`config.mk`:
```
export PLATFORM = sky130hd
export DESIGN_NAME = ldpc_dec_ctrl
export DESIGN_NICKNAME = d
export VERILOG_FILES = /design/src/rtl/ldpc_pkg.sv /design/src/rtl/ldpc_vn_array.sv /design/src/rtl/ldpc_cn_array.sv /design/src/rtl/ldpc_parity.sv /design/src/rtl/ldpc_dec_ctrl.sv
export SDC_FILE = /design/constraint.sdc
export NUM_CORES = 1
export LEC_CHECK = 0
export BUFFER_PORTS_ARGS = -buffer_cell sky130_fd_sc_hd__buf_4
export CORE_ASPECT_RATIO = 1.25
export CORE_MARGIN = 4
export CORE_UTILIZATION = 60
export DETAILED_ROUTE_END_ITERATION = 8
export PLACE_DENSITY_LB_ADDON = 0.2
export RECOVER_POWER = 50
export SYNTH_ARGS = -nofsm -noshare
export SYNTH_HDL_FRONTEND = slang
export SYNTH_SLANG_ARGS = --single-unit
```
`constraint.sdc`:
```
create_clock -name clk -period 24.1 [get_ports clk]
set_input_delay 2.41 -clock clk [delete_from_list [all_inputs] [get_ports clk]]
set_output_delay 2.41 -clock clk [all_outputs]
set_load 0.1 [all_outputs]
```
`src/rtl/ldpc_pkg.sv`:
```
package ldpc_pkg;
  typedef enum logic [2:0] {
    ST_IDLE,
    ST_INIT,
    ST_VN,
    ST_CN,
    ST_CHK,
    ST_DONE
  } dec_state_e;
endpackage

```
`src/rtl/ldpc_vn_array.sv`:
```
module ldpc_vn_array #(
  parameter int N = 7,
  parameter int M = 3,
  parameter int Q = 6,
  parameter logic [M*N-1:0] H = 21'b1111000_1100110_1010101
) (
  input  logic [N*Q-1:0]   llr,
  input  logic [M*N*Q-1:0] c2v,
  input  logic             bypass,
  output logic [M*N*Q-1:0] v2c,
  output logic [N-1:0]     neg
);
  localparam int PW = Q + $clog2(M + 1) + 1;
  localparam logic signed [PW-1:0] VMAX = PW'(2 ** (Q - 1) - 1);
  localparam logic signed [PW-1:0] VMIN = -VMAX;

  for (genvar n = 0; n < N; n++) begin : g_var
    logic signed [PW-1:0] tot;

    always_comb begin
      tot = PW'($signed(llr[n*Q +: Q]));
      for (int m = 0; m < M; m++) begin
        if (H[m*N+n] && !bypass) tot = tot + PW'($signed(c2v[(m*N+n)*Q +: Q]));
      end
    end

    assign neg[n] = tot[PW-1];

    for (genvar m = 0; m < M; m++) begin : g_edge
      logic [Q-1:0] val;
      if (H[m*N+n]) begin : g_on
        logic signed [PW-1:0] cm;
        logic signed [PW-1:0] ext;
        always_comb begin
          cm = PW'($signed(c2v[(m*N+n)*Q +: Q]));
          if (bypass) cm = '0;
          ext = tot - cm;
          if (ext > VMAX)      val = VMAX[Q-1:0];
          else if (ext < VMIN) val = VMIN[Q-1:0];
          else                 val = ext[Q-1:0];
        end
      end else begin : g_off
        assign val = VMAX[Q-1:0];
      end
      assign v2c[(m*N+n)*Q +: Q] = val;
    end
  end
endmodule

```
`src/rtl/ldpc_cn_array.sv`:
```
module ldpc_cn_array #(
  parameter int N = 7,
  parameter int M = 3,
  parameter int Q = 6,
  parameter logic [M*N-1:0] H = 21'b1111000_1100110_1010101
) (
  input  logic [M*N*Q-1:0] v2c,
  output logic [M*N*Q-1:0] c2v
);
  localparam logic [Q-1:0] MAGMAX = Q'(2 ** (Q - 1) - 1);

  for (genvar m = 0; m < M; m++) begin : g_chk
    for (genvar n = 0; n < N; n++) begin : g_edge
      logic [Q-1:0] val;
      if (H[m*N+n]) begin : g_on
        logic         sgn;
        logic [Q-1:0] mn;
        logic [Q-1:0] v;
        logic [Q-1:0] a;
        always_comb begin
          sgn = 1'b0;
          mn  = MAGMAX;
          v   = '0;
          a   = '0;
          for (int k = 0; k < N; k++) begin
            if (k != n) begin
              v   = v2c[(m*N+k)*Q +: Q];
              sgn = sgn ^ v[Q-1];
              a   = v[Q-1] ? (~v + 1'b1) : v;
              if (a < mn) mn = a;
            end
          end
          val = sgn ? (~mn + 1'b1) : mn;
        end
      end else begin : g_off
        assign val = '0;
      end
      assign c2v[(m*N+n)*Q +: Q] = val;
    end
  end
endmodule

```
`src/rtl/ldpc_parity.sv`:
```
module ldpc_parity #(
  parameter int N = 7,
  parameter int M = 3,
  parameter logic [M*N-1:0] H = 21'b1111000_1100110_1010101
) (
  input  logic [N-1:0] bits,
  output logic [M-1:0] syn
);
  for (genvar m = 0; m < M; m++) begin : g_row
    assign syn[m] = ^(bits & H[m*N +: N]);
  end
endmodule

```
`src/rtl/ldpc_dec_ctrl.sv`:
```
module ldpc_dec_ctrl
  import ldpc_pkg::*;
#(
  parameter int N  = 7,
  parameter int M  = 3,
  parameter int Q  = 6,
  parameter int IW = 8,
  parameter logic [M*N-1:0] H = 21'b1111000_1100110_1010101
) (
  input  logic          clk,
  input  logic          rst_n,
  input  logic          in_valid,
  output logic          in_ready,
  input  logic [N*Q-1:0] llr_in,
  input  logic [IW-1:0] max_iter,
  output logic          done,
  output logic          converged,
  output logic [N-1:0]  hard,
  output logic [IW-1:0] iters
);
  localparam int EDGES = M * N;
  localparam int EW    = EDGES * Q;

  dec_state_e     st;
  logic [N*Q-1:0] llr_q;
  logic [EW-1:0]  c2v_q, v2c_q, v2c_w, c2v_w;
  logic [N-1:0]   hard_w, hard_q;
  logic [M-1:0]   syn_w;
  logic           first_q, done_q, conv_q;
  logic [IW-1:0]  it_q, max_q, iters_q;
  logic           accept, stop;

  ldpc_vn_array #(.N(N), .M(M), .Q(Q), .H(H)) u_vn (
    .llr(llr_q), .c2v(c2v_q), .bypass(first_q), .v2c(v2c_w), .neg(hard_w)
  );

  ldpc_cn_array #(.N(N), .M(M), .Q(Q), .H(H)) u_cn (
    .v2c(v2c_q), .c2v(c2v_w)
  );

  ldpc_parity #(.N(N), .M(M), .H(H)) u_par (
    .bits(hard_w), .syn(syn_w)
  );

  assign in_ready  = (st == ST_IDLE);
  assign accept    = in_valid && in_ready;
  assign stop      = (syn_w == '0) || (it_q >= max_q);
  assign done      = done_q;
  assign converged = conv_q;
  assign hard      = hard_q;
  assign iters     = iters_q;

  always_ff @(posedge clk or negedge rst_n) begin
    if (!rst_n) begin
      st      <= ST_IDLE;
      llr_q   <= '0;
      c2v_q   <= '0;
      v2c_q   <= '0;
      first_q <= 1'b1;
      it_q    <= '0;
      max_q   <= IW'(1);
      done_q  <= 1'b0;
      conv_q  <= 1'b0;
      hard_q  <= '0;
      iters_q <= '0;
    end else begin
      done_q <= 1'b0;
      case (st)
        ST_IDLE: begin
          if (accept) begin
            llr_q  <= llr_in;
            max_q  <= (max_iter == '0) ? IW'(1) : max_iter;
            conv_q <= 1'b0;
            st     <= ST_INIT;
          end
        end
        ST_INIT: begin
          for (int e = 0; e < EDGES; e++) c2v_q[e*Q +: Q] <= '0;
          first_q <= 1'b1;
          it_q    <= '0;
          st      <= ST_VN;
        end
        ST_VN: begin
          v2c_q   <= v2c_w;
          first_q <= 1'b0;
          st      <= ST_CN;
        end
        ST_CN: begin
          c2v_q <= c2v_w;
          it_q  <= it_q + 1'b1;
          st    <= ST_CHK;
        end
        ST_CHK: begin
          if (stop) begin
            hard_q  <= hard_w;
            conv_q  <= (syn_w == '0);
            iters_q <= it_q;
            done_q  <= 1'b1;
            st      <= ST_DONE;
          end else begin
            st <= ST_VN;
          end
        end
        ST_DONE: st <= ST_IDLE;
        default: st <= ST_IDLE;
      endcase
    end
  end
endmodule

```
==> results.md <==
- Clock Root Buffer: clkbuf_16
- Status: complete, but fails checks
- Register area share after synthesis: a little over a fifth
- Setup WS post-layout: between 10 and 15 ns
- R2R Setup Slk: 13.01 ns
- Commonest cells after routing, fill and taps aside: 374 x ha_1, 352 x nand2_1, 301 x o21ai_0
- Vias: 24558
- Global-route wire length before repair: approximately 120 mm
- CP Max Fanout: 7
- Final ANT Viol Nets: 0
- Area grow syn2layout: 7.107%
- Slew @ Worst Pin: 5.713 ns
- CP Launch Type: flop
- Global route overflow: 0
- Starting Density: 60.62%
- Die width: 196.8 um
- EDFF count, synth: 0
- Fmax: 90.19 MHz
- Max stage delay on crit path: 0.60 ns
- Final Critical Period: around 11 ns
- Drt pass-1 iters: 6
- Syn. warnings: 0
- CTS clk-pin slew, worst paths: roughly 0.060 ns
- Critical Path Sink Type: flop
- Full die area: roughly 48000 um2
- Layout cell share with drive strength beyond 1: 7.915%
- Area contributors post-synth: dfrtp_1 21%, ha_1 17%, o21ai_0 5.6%, nand2_1 4.9%, xnor2_1 4.9%
- DP HPWL: 59.79 mm
- RSZ-0062 raised after global routing: no
- Largest net degree at the start of global routing: 101
- Via-per-instance ratio: 6.303
- Final Wtd Congestion: around 0.98
- Wire per inst: 19.82 um
- DRC Markers: 0
- Synthesized cell area: 26740 um2
- Post-CTS setup buffers: 0
- Crit path DAT: ~12 ns
- Slew Viols, Final: between 400 and 500
- Rows: 86
- Failing checks: capacitance limit, slew limit
- CORE AREA: 44120 um2
- DR iter-0 viols: 1455
- Placed Cells: 3845
- Initial antenna violation count: 1
- Maxcap violations: 6
- TritonCTS buffer count: 28
- Tot GR Track Use: 31.19%
- Cts hold-fix bufs: 0
- Clock sinks: 224
- Skew final: between 0.02 and 0.03 ns
- WS Path Type: reg2reg
- Post-synthesis register bit count: 224
- Worst EP required: 24.56 ns
- Clock Tree Buf Depth: 3
- I/O pin cnt: 71
- CP dominant cell by count: ha_1
- CTS tree: built
- Slew headroom: -280.9%
- Leading area contributor after synthesis: dfrtp_1
- H-Tree Depth: 1
- Synth Area per Inst: ~8 um2
- Synth cell types: 100
- Yosys top cell area share: roughly a fifth
- Critical Path Slowest Stage Cell: a211oi_1
- NumNets Final: around 3800
- Worst hold path class: reg2reg
- Most common cell after layout, fill and taps aside: ha_1
- Vias in the first global route: 24823
- Clk_lat worst skew: 0.60 ns
- Asr flop ratio synth: 100.0%
- Non-filler instance count after layout: 3896
- Die H: 244.0 um
- Final WL: 77.22 mm
- Synth Instances: roughly 3300
- Fin crit share: 46.01%
- Final hold vios: 0
- Dpl ws: 13.15 ns
- TNS Setup: 0 ns
- Setup violations, final: 0
- Most used flip-flop cell after synthesis: dfrtp_1
- Port bufs: 70
- Post-cts repair resize count: 0
worst paths after layout:
path,start,to,cells past startpoint
max in group asynchronous,rst_n,c2v_q[105],3
max reg2reg,v2c_q[0],c2v_q[40],46
min in group asynchronous,rst_n,llr_q[16],1
min reg2reg,iters[5],iters[5],1
min,iters[5],iters[5],1
max,v2c_q[0],c2v_q[40],46
cell type report:
class	instances	area, um2
multi-input combinational	2760	20050
fill	3890	15470
sequential	224	5612
clock buffer	36	760.7
inverter	195	732.0
tap	572	715.7
timing repair buffer	94	623.1
clock inverter	14	150.1
antenna	1	2.502
sequential cells by signal (all words and copies together) (netlist names):
signal     cells
it_q           8
c2v_q         72
first_q        1
llr_q         42
hard           7
iters          8
converged      1
v2c_q         73
done           1
max_q          8
st             3
routing by layer:
layer,wire [um],vias to the layer above,GRT usage (%)
met2,37610,727,54.81
li1,-,11824,-
met4,5197,0,18.20
met5,0,-,0
met3,3929,257,3.941
met1,30480,11750,36.26
kinds of logic after synthesis:
group	Yosys count	synth area share (%)
simple gates	949	16.89
fa+ha+maj	398	19.30
other cells	1	0.01402
buf+inv	303	4.328
flops	224	20.97
mux	172	6.897
xor+xnor	242	7.954
compound gates	985	23.65
metrics by stage:
step | utilization [%] | hold slack, ns | cell area (um2)
after floorplan | - | 0.4677 | 26790
after global placement | 63.09 | 0.4939 | 27840
final | 64.92 | 0.5055 | 28640
after detailed placement | 63.09 | 0.4973 | 27840
after global routing | 64.92 | 0.5263 | 28640
after CTS | 65.16 | 0.5110 | 28750
cells in the mapped netlist (all sizes together), types with 11 or more instances:
cell type    n
a211o       15
a211oi      14
a21o       113
a21oi      216
a22o        13
a31oi       51
a41o        11
a41oi       11
and2        21
and3        11
buf         15
clkbuf      93
dfrtp      222
fa          24
ha         374
inv        194
mux2        95
mux2i       77
nand2      353
nand2b      89
nand3       45
nand4       20
nor2       226
nor2b       65
nor3        41
o211ai      22
o21a        40
o21ai      315
o21bai      26
o31ai       39
or2         13
or3         13
or4         11
xnor2      150
xor2        92
critical path: cells and delay by family, from the launching register on:
kind            cells  cell delay [ns]
flops               1             0.42
fa+ha+maj           7             1.78
buf+inv             4             0.52
simple gates       13             2.66
compound gates     22             5.55
Power is left out: the tool's default activity adds up to more than one toggle a clock period on the data nets, which glitch-free logic cannot reach.
